--- config.mk ---
export PLATFORM = sky130hd
export DESIGN_NAME = ls_usb_tx
export DESIGN_NICKNAME = d
export VERILOG_FILES = /design/src/rtl/ls_tx_pkg.sv /design/src/rtl/ls_tx_ctrl.sv /design/src/rtl/ls_tx_datapath.sv /design/src/rtl/ls_usb_tx.sv
export SDC_FILE = /design/constraint.sdc
export NUM_CORES = 1
export LEC_CHECK = 0
export BUFFER_PORTS_ARGS = -buffer_cell sky130_fd_sc_hd__buf_2
export CAP_MARGIN = 25
export CELL_PAD_IN_SITES_DETAIL_PLACEMENT = 1
export CELL_PAD_IN_SITES_GLOBAL_PLACEMENT = 2
export CORE_ASPECT_RATIO = 1.25
export CORE_MARGIN = 2
export CORE_UTILIZATION = 39
export DETAILED_ROUTE_END_ITERATION = 16
export PLACE_DENSITY_LB_ADDON = 0.08
export SYNTH_ARGS = -nofsm -noshare
export SYNTH_HDL_FRONTEND = slang
export SYNTH_SLANG_ARGS = --single-unit
--- constraint.sdc ---
create_clock -name clk -period 6.55 [get_ports clk]
set_input_delay 0.3275 -clock clk [delete_from_list [all_inputs] [get_ports clk]]
set_output_delay 0.3275 -clock clk [all_outputs]
set_load 0.02 [all_outputs]
--- src/rtl/ls_tx_pkg.sv ---
package ls_tx_pkg;

  localparam logic [7:0] SYNC_BYTE = 8'h80;
  localparam logic [7:0] PID_ACK   = 8'hD2;
  localparam logic [7:0] PID_NAK   = 8'h5A;
  localparam int         RUN_LIMIT = 6;

  typedef enum logic [2:0] {
    ST_IDLE,
    ST_PRE,
    ST_ACQ,
    ST_BITS,
    ST_SE0,
    ST_EOPJ,
    ST_DONE
  } txState_t;

  // Strobes from control to datapath, at most a few set per clock
  typedef struct packed {
    logic prep;     // latch request, set J with drivers off
    logic prepHs;   // request is a handshake
    logic acquire;  // turn drivers on
    logic emit;     // put out the next bit (data or stuffed)
    logic se0;      // drive both lines low
    logic jIdle;    // drive J after SE0
    logic letGo;    // drivers off, lines low
    logic commit;   // copy pending address
  } dpCtrl_t;

endpackage

--- src/rtl/ls_tx_ctrl.sv ---
module ls_tx_ctrl
  import ls_tx_pkg::*;
#(
  parameter int CLKS_PER_BIT = 8
) (
  input  logic    clk,
  input  logic    rstN,
  input  logic    startData,
  input  logic    startHandshake,
  input  logic    pktEnd,
  output dpCtrl_t strb,
  output logic    txBusy,
  output logic    done
);

  localparam int TICK_W = (CLKS_PER_BIT > 1) ? $clog2(CLKS_PER_BIT) : 1;
  localparam logic [TICK_W-1:0] TICK_LAST = TICK_W'(CLKS_PER_BIT - 1);

  txState_t          state, stateNext;
  logic [TICK_W-1:0] tick;
  logic              eopHalf;
  logic              isHsR;
  logic              timed;
  logic              bitEnd;

  assign timed  = (state == ST_ACQ) || (state == ST_BITS) ||
                  (state == ST_SE0) || (state == ST_EOPJ);
  assign bitEnd = (tick == TICK_LAST);

  always_comb begin
    strb      = '0;
    stateNext = state;
    unique case (state)
      ST_IDLE: begin
        if (startData || startHandshake) begin
          strb.prep   = 1'b1;
          strb.prepHs = startHandshake;
          stateNext   = ST_PRE;
        end
      end
      ST_PRE: begin
        strb.acquire = 1'b1;
        stateNext    = ST_ACQ;
      end
      ST_ACQ: begin
        if (bitEnd) begin
          strb.emit = 1'b1;
          stateNext = ST_BITS;
        end
      end
      ST_BITS: begin
        if (bitEnd) begin
          if (pktEnd) begin
            strb.se0  = 1'b1;
            stateNext = ST_SE0;
          end else begin
            strb.emit = 1'b1;
          end
        end
      end
      ST_SE0: begin
        if (bitEnd && eopHalf) begin
          strb.jIdle = 1'b1;
          stateNext  = ST_EOPJ;
        end
      end
      ST_EOPJ: begin
        if (bitEnd) begin
          strb.letGo  = 1'b1;
          strb.commit = !isHsR;
          stateNext   = ST_DONE;
        end
      end
      ST_DONE: stateNext = ST_IDLE;
      default: stateNext = ST_IDLE;
    endcase
  end

  always_ff @(posedge clk or negedge rstN) begin
    if (!rstN) begin
      state   <= ST_IDLE;
      tick    <= '0;
      eopHalf <= 1'b0;
      isHsR   <= 1'b0;
    end else begin
      state <= stateNext;
      if (timed && !bitEnd) tick <= tick + 1'b1;
      else                  tick <= '0;
      if (strb.se0)                          eopHalf <= 1'b0;
      else if (state == ST_SE0 && bitEnd)    eopHalf <= 1'b1;
      if (strb.prep) isHsR <= strb.prepHs;
    end
  end

  assign txBusy = timed;
  assign done   = (state == ST_DONE);

endmodule

--- src/rtl/ls_tx_datapath.sv ---
module ls_tx_datapath
  import ls_tx_pkg::*;
#(
  parameter int CNT_W  = 8,
  parameter int ADDR_W = 7
) (
  input  logic              clk,
  input  logic              rstN,
  input  dpCtrl_t           strb,
  input  logic [CNT_W-1:0]  byteCount,
  input  logic              hsNak,
  input  logic [7:0]        inByte,
  input  logic              inValid,
  output logic              inReady,
  input  logic [ADDR_W-1:0] newAddr,
  output logic [ADDR_W-1:0] devAddr,
  output logic              pktEnd,
  output logic              dp,
  output logic              dm,
  output logic              oe
);

  localparam logic [2:0] RUN_INIT = 3'(RUN_LIMIT);
  localparam logic [CNT_W-1:0] CNT_ONE = CNT_W'(1);

  logic              dpR, dmR, oeR;
  logic              lineK;        // 1 = K, 0 = J
  logic [7:0]        shReg;
  logic [2:0]        bitIdx;
  logic [CNT_W-1:0]  bytesAfter;   // bytes still to load after the current one
  logic [CNT_W-1:0]  fetchLeft;    // payload bytes still to take from upstream
  logic [7:0]        holdByte;
  logic              holdFull;
  logic              dataDone;
  logic [2:0]        onesLeft;
  logic              hsMode;
  logic [7:0]        pidByte;
  logic [ADDR_W-1:0] devAddrR;

  logic              stuffNow;
  logic              bitVal;
  logic              nextK;
  logic [7:0]        nextByte;
  logic [CNT_W-1:0]  payloadCnt;
  logic              takeByte;

  assign stuffNow   = (onesLeft == 3'd0);
  assign bitVal     = shReg[0];
  assign nextK      = lineK ^ (stuffNow | ~bitVal);
  assign nextByte   = hsMode ? pidByte : holdByte;
  assign payloadCnt = (byteCount == '0) ? '0 : (byteCount - CNT_ONE);
  assign inReady    = oeR && !holdFull && (fetchLeft != '0);
  assign takeByte   = inReady && inValid;
  assign pktEnd     = dataDone && !stuffNow;

  always_ff @(posedge clk or negedge rstN) begin
    if (!rstN) begin
      dpR        <= 1'b0;
      dmR        <= 1'b0;
      oeR        <= 1'b0;
      lineK      <= 1'b0;
      shReg      <= '0;
      bitIdx     <= '0;
      bytesAfter <= '0;
      fetchLeft  <= '0;
      holdByte   <= '0;
      holdFull   <= 1'b0;
      dataDone   <= 1'b0;
      onesLeft   <= RUN_INIT;
      hsMode     <= 1'b0;
      pidByte    <= '0;
      devAddrR   <= '0;
    end else begin
      if (strb.prep) begin
        dpR      <= 1'b0;
        dmR      <= 1'b1;
        oeR      <= 1'b0;
        lineK    <= 1'b0;
        shReg    <= SYNC_BYTE;
        bitIdx   <= '0;
        onesLeft <= RUN_INIT;
        dataDone <= 1'b0;
        holdFull <= 1'b0;
        hsMode   <= strb.prepHs;
        pidByte  <= hsNak ? PID_NAK : PID_ACK;
        if (strb.prepHs) begin
          bytesAfter <= CNT_ONE;
          fetchLeft  <= '0;
        end else begin
          bytesAfter <= payloadCnt;
          fetchLeft  <= payloadCnt;
        end
      end

      if (strb.acquire) oeR <= 1'b1;

      if (strb.emit) begin
        lineK <= nextK;
        dpR   <= nextK;
        dmR   <= ~nextK;
        if (stuffNow) begin
          onesLeft <= RUN_INIT;
        end else begin
          onesLeft <= bitVal ? (onesLeft - 3'd1) : RUN_INIT;
          bitIdx   <= bitIdx + 3'd1;
          if (bitIdx == 3'd7) begin
            if (bytesAfter != '0) begin
              shReg      <= nextByte;
              bytesAfter <= bytesAfter - CNT_ONE;
              holdFull   <= 1'b0;
            end else begin
              dataDone <= 1'b1;
            end
          end else begin
            shReg <= {1'b0, shReg[7:1]};
          end
        end
      end

      if (strb.se0) begin
        dpR <= 1'b0;
        dmR <= 1'b0;
      end

      if (strb.jIdle) begin
        dpR <= 1'b0;
        dmR <= 1'b1;
      end

      if (strb.letGo) begin
        oeR <= 1'b0;
        dpR <= 1'b0;
        dmR <= 1'b0;
      end

      if (strb.commit) devAddrR <= newAddr;

      // holding buffer is only refilled while empty, so it never meets a load
      if (takeByte) begin
        holdByte  <= inByte;
        holdFull  <= 1'b1;
        fetchLeft <= fetchLeft - CNT_ONE;
      end
    end
  end

  assign dp      = dpR;
  assign dm      = dmR;
  assign oe      = oeR;
  assign devAddr = devAddrR;

endmodule

--- src/rtl/ls_usb_tx.sv ---
module ls_usb_tx
  import ls_tx_pkg::*;
#(
  parameter int CLKS_PER_BIT = 8,
  parameter int CNT_W        = 8,
  parameter int ADDR_W       = 7
) (
  input  logic              clk,
  input  logic              rstN,
  input  logic              startData,
  input  logic              startHandshake,
  input  logic              hsNak,
  input  logic [CNT_W-1:0]  byteCount,
  input  logic [7:0]        inByte,
  input  logic              inValid,
  output logic              inReady,
  input  logic [ADDR_W-1:0] newAddr,
  output logic [ADDR_W-1:0] devAddr,
  output logic              dp,
  output logic              dm,
  output logic              oe,
  output logic              txBusy,
  output logic              done
);

  dpCtrl_t strb;
  logic    pktEnd;

  ls_tx_ctrl #(
    .CLKS_PER_BIT(CLKS_PER_BIT)
  ) ctrl_i (
    .clk           (clk),
    .rstN          (rstN),
    .startData     (startData),
    .startHandshake(startHandshake),
    .pktEnd        (pktEnd),
    .strb          (strb),
    .txBusy        (txBusy),
    .done          (done)
  );

  ls_tx_datapath #(
    .CNT_W (CNT_W),
    .ADDR_W(ADDR_W)
  ) dpath_i (
    .clk      (clk),
    .rstN     (rstN),
    .strb     (strb),
    .byteCount(byteCount),
    .hsNak    (hsNak),
    .inByte   (inByte),
    .inValid  (inValid),
    .inReady  (inReady),
    .newAddr  (newAddr),
    .devAddr  (devAddr),
    .pktEnd   (pktEnd),
    .dp       (dp),
    .dm       (dm),
    .oe       (oe)
  );

endmodule

==> flow_metrics.env, run 1 <==
export IMPL_start_util_pct=40.0
export IMPL_yosysSeqAreaShare_pct=45.2
export IMPL_viasPerCell=5.45
export IMPL_rsz0062_at_grt="false"
export IMPL_mostFrequentLayoutCell="dfrtp_1"
export IMPL_power_frac_clock_pct=23.1
export IMPL_grtUsageMet1_pct=24.4
export IMPL_fin_nets=454
export IMPL_fmax_mhz=363
export IMPL_avgSynthCellArea_sq_um=9.32
export IMPL_multi_input_area_sq_um=1750
export IMPL_gp_congestion=0.765
export IMPL_cp_common_cell="nor2_1"
export IMPL_cts_sinks=62
export IMPL_synth_ff_type="dfrtp_1"
export IMPL_yosys_top_cells_area="dfrtp_1 44%, nand2_1 5.9%, ha_1 5.5%"
export IMPL_cp_end_kind="register"
export IMPL_via_count=2917
export IMPL_status="finished, final reports clean"
export IMPL_cts_setup_buffers=0
export IMPL_syn_area_sq_um=3440
export IMPL_die_w_microns=88.0
export IMPL_p_total_w=0.00149
export IMPL_routedWlPerCell_microns=15.9
export IMPL_slew_headroom_pct=31.8
export IMPL_port_buffers=41
export IMPL_fin_crit_sh_pct=42.1
export IMPL_internal_power_w=0.000896
export IMPL_firstDrtPassIters=4
export IMPL_cts_tree="done"
export IMPL_finalHoldViolCount=0
export IMPL_diodes=0
export IMPL_max_cap_violations=0
export IMPL_cts_root_buf="clkbuf_8"
export IMPL_fin_tns_setup_ns=0
export IMPL_synth_top_cell_by_area="dfrtp_1"
export IMPL_path_cells="or3_1 -> nor2_1 -> nor2_1 -> a21o_1 -> a221o_1"
export IMPL_grt_use_total_pct=19.3
export IMPL_drt_total_wl_mm=8.48
export IMPL_slowest_stage="nor2_1"
export IMPL_die_h_microns=109
export IMPL_dpl_cell_area_sq_um=3760
export IMPL_async_flop_share_pct=100
export IMPL_syn_num_nets=413
export IMPL_slowest_delay_ns=0.81
export IMPL_tightestPinTransition_ns=1.02
export IMPL_worstPathArrival_ns=2.99
export IMPL_seqCellArea_sq_um=1550
export IMPL_p_sw_w=0.000593
export IMPL_core_area_sq_um=8610
export IMPL_yosys_warnings=0
export IMPL_setup_viol=0
export IMPL_final_cell_mix="60 x dfrtp_1, 54 x nand2_1, 42 x buf_2, 28 x nor2_1, 22 x o21ai_0"
export IMPL_pwr_share_comb_pct=35.9
export IMPL_grt_util_met3_pct=2.73
export IMPL_p_seq_share_pct=41.0
export IMPL_busiest_layer="met2"
export IMPL_cp_start_kind="register"
export IMPL_final_fill_count=1037
export IMPL_netlist_instances=369
export IMPL_cts_resized=0
export IMPL_min_period_ns=2.76
export IMPL_grt_pass1_vias=2972
export IMPL_crit_fanout=19
export IMPL_htree_levels=3
export IMPL_final_max_slew_viol_count=0
export IMPL_p_sw_share_pct=39.8
export IMPL_syn_to_final_growth_pct=15.1
export IMPL_cp_required_ns=6.78
export IMPL_ir_worst_vdd_mv=0.161
export IMPL_gr_usage_met2_pct=32.6
export IMPL_synth_top_area_share_pct=43.6
export IMPL_ys_seq_elements=62
export IMPL_cts_hold_buf=0
export IMPL_synth_cell_types=57
export IMPL_clk_pin_slew_ns=0.07
export IMPL_hpwl_mm=6.17
export IMPL_dieArea_sq_um=9590
export IMPL_whs_ns=0.143
export IMPL_crit_type="register to register"
export IMPL_ant_nets=0
export IMPL_p_leak_nw=1.79
export IMPL_top_level_ports=42
export IMPL_drc=0
export IMPL_powerDensity_nw_per_um2=376
export IMPL_drtIter0Drc=88
export IMPL_finish_instance_area_sq_um=3960
export IMPL_clock_latency_ns=0.35
export IMPL_cts_buffers_inserted=9
export IMPL_finClkSkew_ns=0.00549
export IMPL_worstRegToRegCells=5
export IMPL_grt_overflow_total=0
export IMPL_max_clock_path_buffers=2
export IMPL_fp_row_count=38
export IMPL_grt_antenna_before_repair=0
export IMPL_hp_class="input pin to asynchronous set/reset pin"
export IMPL_synth_edf_count=0
export IMPL_drive_above_1_share_pct=18.8
export IMPL_grt_pass1_wl_mm=14.3
export IMPL_grt_max_degree=63
-- per-stage QoR --
step / worst slack [ns] / util, % / std cells
floorplan: 4.39 / - / 369
global placement: 3.89 / 43.6 / 518
detailed placement: 3.83 / 43.7 / 519
CTS: 3.80 / 46.0 / 535
global route: 3.60 / 46.0 / 535
finish: 3.79 / 46.0 / 535
-- cell type report --
class,instances,share of cell area [%]
tap,120,3.79
sequential,62,39.2
timing repair buffer,45,5.88
clock buffer,11,3.57
clock inverter,5,1.48
multi-input combinational,273,44.2
inverter,19,1.80
-- cell usage after synthesis (4+ instances only) --
cell	number
a21oi_1	21
a221o_1	8
a22o_1	4
a31oi_1	7
buf_2	6
clkbuf_1	7
dfrtp_1	60
ha_1	15
inv_1	18
mux2_2	9
mux2i_1	5
nand2_1	54
nand2b_1	8
nand3_1	4
nor2_1	28
nor2b_1	6
nor3_1	16
nor3b_1	7
o21ai_0	22
o311ai_0	4
-- critical path, delay by kind of cell (launching register included) --
| kind | cells | cell delay [ns] |
|---|---|---|
| and+or+nand+nor | 3 | 1.55 |
| DFF | 1 | 0.58 |
| AOI/OAI and AO/OA | 2 | 0.51 |
-- worst paths after layout --
kind / to / slack (ns) / from
setup reg to reg: dpath_i.fetchLeft[7]$_DFFE_PN0P_ / 3.79 / ctrl_i.state[0]$_DFFE_PN0P_
hold / removal: ctrl_i.tick[0]$_DFF_PN0_ / 0.14 / rstN
hold reg to reg: ctrl_i.tick[0]$_DFF_PN0_ / 0.45 / ctrl_i.tick[0]$_DFF_PN0_
min in group clk: dpath_i.holdByte[4]$_DFFE_PN0P_ / 0.17 / inByte[4]
setup / recovery: dpath_i.fetchLeft[7]$_DFFE_PN0P_ / 3.79 / ctrl_i.state[0]$_DFFE_PN0P_
max in group asynchronous: dpath_i.pidByte[7]$_DFFE_PN0P_ / 5.87 / rstN
-- flip-flops by register name (all words and copies together), names as in the netlist --
register,flops
ctrl_i.eopHalf,1
ctrl_i.state,3
ctrl_i.tick,3
dpath_i.bitIdx,3
dpath_i.bytesAfter,8
dpath_i.dataDone,1
dpath_i.devAddr,7
dpath_i.dm,1
dpath_i.dp,1
dpath_i.fetchLeft,8
dpath_i.holdByte,8
dpath_i.holdFull,1
dpath_i.hsMode,1
dpath_i.lineK,1
dpath_i.oe,1
dpath_i.onesLeft,3
dpath_i.pidByte,3
dpath_i.shReg,8
-- layer usage --
metal	routed length, microns	vias up
met5	0	-
met4	158	0
met3	321	11
met2	4270	51
met1	3730	1446
li1	-	1409
-- cells by family after synthesis --
| kind of cell | share of synthesized area [%] |
|---|---|
| and+or+nand+nor | 22.5 |
| buffers and inverters | 3.93 |
| adders and majority gates | 5.45 |
| DFF | 45.2 |
| xor gates and xnor gates | 1.02 |
| AOI/OAI and AO/OA | 17.5 |
| muxes | 4.40 |
-- power groups by stage --
stage,clock network [W],registers (W),logic (W)
6_report,0.000344,0.000611,0.000534
5_1_grt,0.000375,0.000634,0.000613
4_1_cts,0.000358,0.000613,0.000541
3_5_place_dp,0,0.000619,0.000537
3_3_place_gp,0,0.000616,0.000523
2_1_floorplan,0,0.000569,0.000426
No activity file was read; power rests on OpenSTA's default activity.
==> run 2: changes to the inputs <==
--- a/config.mk
+++ b/config.mk
@@ -11,7 +11,7 @@
 export CELL_PAD_IN_SITES_GLOBAL_PLACEMENT = 2
 export CORE_ASPECT_RATIO = 1.25
 export CORE_MARGIN = 2
-export CORE_UTILIZATION = 39
+export CORE_UTILIZATION = 33
 export DETAILED_ROUTE_END_ITERATION = 16
 export PLACE_DENSITY_LB_ADDON = 0.08
 export SYNTH_ARGS = -nofsm -noshare
==> constraint.sdc (replaced) <==
create_clock -name clk -period 2.5 [get_ports clk]
set_input_delay 0.125 -clock clk [delete_from_list [all_inputs] [get_ports clk]]
set_output_delay 0.125 -clock clk [all_outputs]
set_load 0.02 [all_outputs]
==> flow_metrics.env, run 2 (synthesis gave the netlist of run 1 again) <==
export IMPL_status="finished, final reports clean"
export IMPL_drt_total_wl_mm=9.09
export IMPL_worstRegToRegCells=7
export IMPL_hpwl_mm=6.64
export IMPL_fmax_mhz=444
export IMPL_final_max_slew_viol_count=0
export IMPL_tightestPinTransition_ns=0.697
export IMPL_cts_hold_buf=10
export IMPL_grt_max_degree=63
export IMPL_final_cell_mix="60 x dfrtp_1, 54 x nand2_1, 41 x buf_2, 28 x nor2_1, 22 x o21ai_0"
export IMPL_max_cap_violations=0
export IMPL_htree_levels=3
export IMPL_slowest_delay_ns=0.69
export IMPL_finalWorstSetupSlack_ns=0.250
export IMPL_powerDensity_nw_per_um2=1040
export IMPL_cts_buffers_inserted=9
export IMPL_grt_antenna_before_repair=0
export IMPL_cts_setup_buffers=0
export IMPL_grt_pass1_vias=3073
export IMPL_finClkSkew_ns=0.00859
export IMPL_multi_input_area_sq_um=1750
export IMPL_firstDrtPassIters=4
export IMPL_cp_end_kind="register"
export IMPL_dpl_cell_area_sq_um=3900
export IMPL_crit_type="register to register"
export IMPL_start_util_pct=34.0
export IMPL_hp_class="input pin to register"
export IMPL_die_h_microns=118
export IMPL_ir_worst_vdd_mv=0.504
export IMPL_min_period_ns=2.25
export IMPL_gp_congestion=0.818
export IMPL_fin_tns_setup_ns=0
export IMPL_final_fill_count=1186
export IMPL_worstPathArrival_ns=2.47
export IMPL_cp_common_cell="ha_1"
export IMPL_drtIter0Drc=72
export IMPL_grt_overflow_total=0
export IMPL_syn_to_final_growth_pct=25.9
export IMPL_drive_above_1_share_pct=21.4
export IMPL_grt_pass1_wl_mm=15.3
export IMPL_rsz0062_at_grt="false"
export IMPL_port_buffers=41
export IMPL_fin_crit_sh_pct=90.0
export IMPL_cts_resized=0
export IMPL_finalHoldViolCount=0
export IMPL_whs_ns=0.0260
export IMPL_grt_use_total_pct=17.5
export IMPL_seqCellArea_sq_um=1550
export IMPL_clock_latency_ns=0.33
export IMPL_die_w_microns=95.3
export IMPL_dieArea_sq_um=11300
export IMPL_drc=0
export IMPL_cts_sinks=62
export IMPL_clk_pin_slew_ns=0.06
export IMPL_ant_nets=0
export IMPL_core_area_sq_um=10100
export IMPL_max_clock_path_buffers=2
export IMPL_cp_start_kind="register"
export IMPL_viasPerCell=5.24
export IMPL_finish_instance_area_sq_um=4330
export IMPL_crit_fanout=6
export IMPL_holdPathStages=2
export IMPL_mostFrequentLayoutCell="dfrtp_1"
export IMPL_p_leak_nw=1.98
export IMPL_diodes=0
export IMPL_cp_required_ns=2.72
export IMPL_cts_tree="done"
export IMPL_via_count=2979
export IMPL_fp_row_count=41
export IMPL_slowest_stage="or4_1"
export IMPL_cts_root_buf="clkbuf_16"
export IMPL_setup_viol=0
export IMPL_slew_headroom_pct=53.3
export IMPL_fin_nets=479
export IMPL_preCtsSetupSlack_ns=0.232
export IMPL_path_cells="ha_1 -> ha_1 -> nand4b_2 -> or4_1 -> o21ai_1 -> o21ai_0 -> a21o_1"
export IMPL_routedWlPerCell_microns=16.0
export IMPL_top_level_ports=42
run 2: cell count changes in the layout (fill, tap and decap cells not counted), sizes merged:
| cell | change |
|---|---|
| clkinvlp | -1 |
| bufinv | +1 |
| inv | +1 |
| clkbuf | -1 |
| dlygate4sd3 | +10 |
| buf | +15 |
run 2: final cells by class:
type	instances	share of cell area, %
clock buffer	10	5.52
clock inverter	6	2.17
sequential	62	35.9
inverter	19	1.65
multi-input combinational	273	40.4
tap	129	3.73
timing repair buffer	70	10.6
run 2: final timing paths:
kind,startpoint,to,slack (ns)
min in group asynchronous,rstN,ctrl_i.tick[2]$_DFF_PN0_,0.33
worst min register to register,ctrl_i.tick[0]$_DFF_PN0_,ctrl_i.tick[0]$_DFF_PN0_,0.44
worst max register to register,ctrl_i.tick[0]$_DFF_PN0_,dpath_i.bytesAfter[3]$_DFF_PN0_,0.25
max in group asynchronous,rstN,dpath_i.onesLeft[2]$_DFFE_PN1P_,1.82
worst min-delay path,newAddr[4],dpath_i.devAddr[4]$_DFFE_PN0P_,0.03
worst max-delay path,ctrl_i.tick[0]$_DFF_PN0_,dpath_i.bytesAfter[3]$_DFF_PN0_,0.25
run 2: where the power goes:
| part | internal [W] | switching [W] | total (W) |
|---|---|---|---|
| clock | 0.000906 | 0.000483 | 0.00139 |
| sequential | 0.00129 | 0.000247 | 0.00154 |
| combinational | 0.000653 | 0.000909 | 0.00156 |
| total | 0.00285 | 0.00164 | 0.00449 |
run 2: metrics by stage:
stage / total power, W / util (%) / cells
2_1_floorplan: 0.00261 / - / 369
3_3_place_gp: 0.00310 / 38.6 / 543
3_5_place_dp: 0.00314 / 38.6 / 543
4_1_cts: 0.00458 / 42.9 / 569
5_1_grt: 0.00487 / 42.9 / 569
6_report: 0.00449 / 42.9 / 569
run 2: critical path, delay by kind of cell, from the launching register on:
| family | cells | cell delay [ns] |
|---|---|---|
| simple gates | 2 | 0.90 |
| flops | 1 | 0.35 |
| compound gates | 3 | 0.56 |
| fa+ha+maj | 2 | 0.34 |
run 2: routing by layer:
metal  global-route usage, %  vias up  share of wire (%)
met4                    5.43        0                1.1
li1                        -     1456                  -
met1                    22.4     1481                 46
met3                    4.02        6                2.6
met5                       0        -                  0
met2                    29.0       36                 51
==> run 3: changes to the inputs <==
--- a/config.mk
+++ b/config.mk
@@ -5,13 +5,14 @@
 export SDC_FILE = /design/constraint.sdc
 export NUM_CORES = 1
 export LEC_CHECK = 0
+export ABC_AREA = 1
 export BUFFER_PORTS_ARGS = -buffer_cell sky130_fd_sc_hd__buf_2
 export CAP_MARGIN = 25
 export CELL_PAD_IN_SITES_DETAIL_PLACEMENT = 1
 export CELL_PAD_IN_SITES_GLOBAL_PLACEMENT = 2
 export CORE_ASPECT_RATIO = 1.25
 export CORE_MARGIN = 2
-export CORE_UTILIZATION = 33
+export CORE_UTILIZATION = 31
 export DETAILED_ROUTE_END_ITERATION = 16
 export PLACE_DENSITY_LB_ADDON = 0.08
 export SYNTH_ARGS = -nofsm -noshare
==> flow_metrics.env, run 3 <==
export IMPL_final_max_slew_viol_count=0
export IMPL_worstReg2RegStart="dpath_i.onesLeft[1]$_DFFE_PN1P_"
export IMPL_grt_pass1_wl_mm=16.8
export IMPL_netlist_instances=476
export IMPL_max_clock_path_buffers=2
export IMPL_crit_fanout=5
export IMPL_cts_buffers_inserted=9
export IMPL_final_cell_mix="161 x nand2_1, 60 x dfrtp_1, 58 x inv_1, 44 x nor2_1, 41 x buf_2"
export IMPL_grt_overflow_total=0
export IMPL_setup_viol=0
export IMPL_firstDrtPassIters=4
export IMPL_yosys_warnings=0
export IMPL_multi_input_area_sq_um=1760
export IMPL_die_w_microns=100
export IMPL_cp_num_buf_inv=1
export IMPL_cp_common_cell="nand2_1"
export IMPL_fmax_mhz=502
export IMPL_muxShareOfSynthArea_pct=2.19
export IMPL_cts_sinks=62
export IMPL_crit_cells=10
export IMPL_die_h_microns=125
export IMPL_rsz0062_at_grt="false"
export IMPL_drtIter0Drc=73
export IMPL_crit_end="dpath_i.dm$_DFFE_PN0P_"
export IMPL_final_fill_count=1440
export IMPL_synth_top_area_share_pct=41.7
export IMPL_cts_hold_buf=8
export IMPL_clk_pin_slew_ns=0.05
export IMPL_syn_num_nets=520
export IMPL_synth_cell_types=33
export IMPL_yosysSeqAreaShare_pct=43.2
export IMPL_finClkSkew_ns=0.00539
export IMPL_critPathTopFamily="simple AND/OR/NAND/NOR gates"
export IMPL_max_cap_violations=0
export IMPL_routedWlPerCell_microns=14.5
export IMPL_yosysMostFrequentCell="nand2_1"
export IMPL_drt_total_wl_mm=9.78
export IMPL_fin_crit_sh_pct=79.7
export IMPL_viasPerCell=4.71
export IMPL_synth_top_cell_by_area="dfrtp_1"
export IMPL_powerDensity_nw_per_um2=1010
export IMPL_fin_tns_setup_ns=0
export IMPL_min_period_ns=1.99
export IMPL_syn_area_sq_um=3600
export IMPL_start_util_pct=31.4
export IMPL_grt_antenna_before_repair=0
export IMPL_p_leak_nw=2.34
export IMPL_grt_max_degree=29
export IMPL_slew_headroom_pct=69.6
export IMPL_drive_above_1_share_pct=16.4
export IMPL_mostFrequentLayoutCell="nand2_1"
export IMPL_yosys_top_cells_area="dfrtp_1 42%, nand2_1 17%, inv_1 6.0%"
export IMPL_ys_seq_elements=62
export IMPL_status="finished, final reports clean"
export IMPL_cts_tree="done"
export IMPL_diodes=0
export IMPL_hp_class="input pin to register"
export IMPL_ir_worst_vdd_mv=0.401
export IMPL_synth_common_cells="161 x nand2_1, 60 x dfrtp_1, 58 x inv_1"
export IMPL_cts_resized=0
export IMPL_cts_root_buf="clkbuf_16"
export IMPL_p_total_w=0.00442
export IMPL_synth_top_family_by_area="simple AND/OR/NAND/NOR gates"
export IMPL_path_cells="inv_1 -> ha_1 -> nand2_1 -> nand2_1 -> nand2_1 -> nand2_2 -> a21oi_1 -> nand2_1 -> nand3_1 -> nand2_1"
export IMPL_r2r_slack_ns=0.51
export IMPL_grt_pass1_vias=3399
export IMPL_worstRegToRegCells=10
export IMPL_tightestPinTransition_ns=0.454
export IMPL_slowest_stage="dfstp_2"
export IMPL_synth_xor_area_share_pct=2.68
export IMPL_synth_edf_count=0
export IMPL_yosys_area_share_simple_pct=31.3
export IMPL_ant_nets=0
export IMPL_seqCellArea_sq_um=1550
export IMPL_clock_latency_ns=0.33
export IMPL_drc=0
export IMPL_grt_use_total_pct=17.2
export IMPL_finalHoldViolCount=0
export IMPL_top_level_ports=42
export IMPL_crit_type="register to register"
export IMPL_htree_levels=3
export IMPL_slowest_delay_ns=0.51
export IMPL_cp_end_kind="register"
export IMPL_hpwl_mm=7.44
export IMPL_syn_to_final_growth_pct=20.9
export IMPL_crit_start="dpath_i.onesLeft[1]$_DFFE_PN1P_"
export IMPL_dieArea_sq_um=12500
export IMPL_synth_ff_type="dfrtp_1"
export IMPL_cts_setup_buffers=0
export IMPL_worstPathArrival_ns=2.22
export IMPL_synth_compound_gate_area_share_pct=7.64
export IMPL_fp_row_count=44
export IMPL_port_buffers=41
export IMPL_cp_start_kind="register"
export IMPL_cp_required_ns=2.72
export IMPL_via_count=3187
export IMPL_reg2reg_to="dpath_i.dm$_DFFE_PN0P_"
export IMPL_async_flop_share_pct=100
export IMPL_avgSynthCellArea_sq_um=7.57
export IMPL_yosys_area_share_adder_pct=5.21
export IMPL_gp_congestion=0.775
export IMPL_core_area_sq_um=11500
export IMPL_fin_nets=577
run 3: cell type report:
cell class	instances	share of cell area, %
clock buffers	10	5.26
clock inverters	6	1.98
inverters	60	5.17
multi-input cells	346	40.5
flip-flops and latches	62	35.7
well taps	138	3.97
repair buffers	54	7.41
run 3: how the worst min path moves through the flow:
stage          startpoint                              end  slack, ns  cells after the start
2_1_floorplan        rstN       ctrl_i.eopHalf$_DFFE_PN0P_      -0.17                      0
3_3_place_gp         rstN      ctrl_i.state[0]$_DFFE_PN0P_       0.02                      1
3_5_place_dp         rstN      ctrl_i.state[0]$_DFFE_PN0P_       0.02                      1
4_1_cts         inByte[6]  dpath_i.holdByte[6]$_DFFE_PN0P_      0.006                      3
5_1_grt         inByte[6]  dpath_i.holdByte[6]$_DFFE_PN0P_       0.02                      3
6_report        inByte[6]  dpath_i.holdByte[6]$_DFFE_PN0P_      0.008                      3
run 3: worst register-to-register path: stages, from the launching register on:
cell	delay [ns]
dfstp_2	0.51
inv_1	0.06
ha_1	0.18
nand2_1	0.15
nand2_1	0.11
nand2_1	0.13
nand2_2	0.09
a21oi_1	0.36
nand2_1	0.14
nand3_1	0.11
nand2_1	0.05
run 3: stage by stage:
| step | hold WS (ns) | setup WS (ns) | utilization (%) | area (sq um) | instances |
|---|---|---|---|---|---|
| finish | 0.00848 | 0.506 | 38.0 | 4350 | 676 |
| global route | 0.0177 | 0.249 | 38.0 | 4350 | 676 |
| CTS | 0.00570 | 0.441 | 38.0 | 4350 | 676 |
| detailed placement | 0.0163 | 0.455 | 34.6 | 3960 | 652 |
| global placement | 0.0161 | 0.485 | 34.6 | 3960 | 652 |
| floorplan | -0.171 | 0.849 | - | 3600 | 476 |
run 3: cell families (layout without fill, tap and decap cells):
group / Yosys count / count (layout)
buf+inv: 68 / 130
flops: 62 / 62
simple gates: 263 / 263
mux: 7 / 7
fa+ha+maj: 15 / 15
compound gates: 50 / 50
xor+xnor: 11 / 11
run 3: report_power, final:
part	internal, W	switching [W]
logic	0.000539	0.00105
clock network	0.000870	0.000465
registers	0.00127	0.000227
total	0.00268	0.00174
run 3: per-layer routing:
layer  vias to the layer above  share of wire, %  global-route usage (%)
li1                       1614                 -                       -
met1                      1527                44                    20.5
met2                        30                52                    30.4
met3                        16               1.6                    2.58
met4                         0               2.0                    7.17
met5                         -                 0                       0
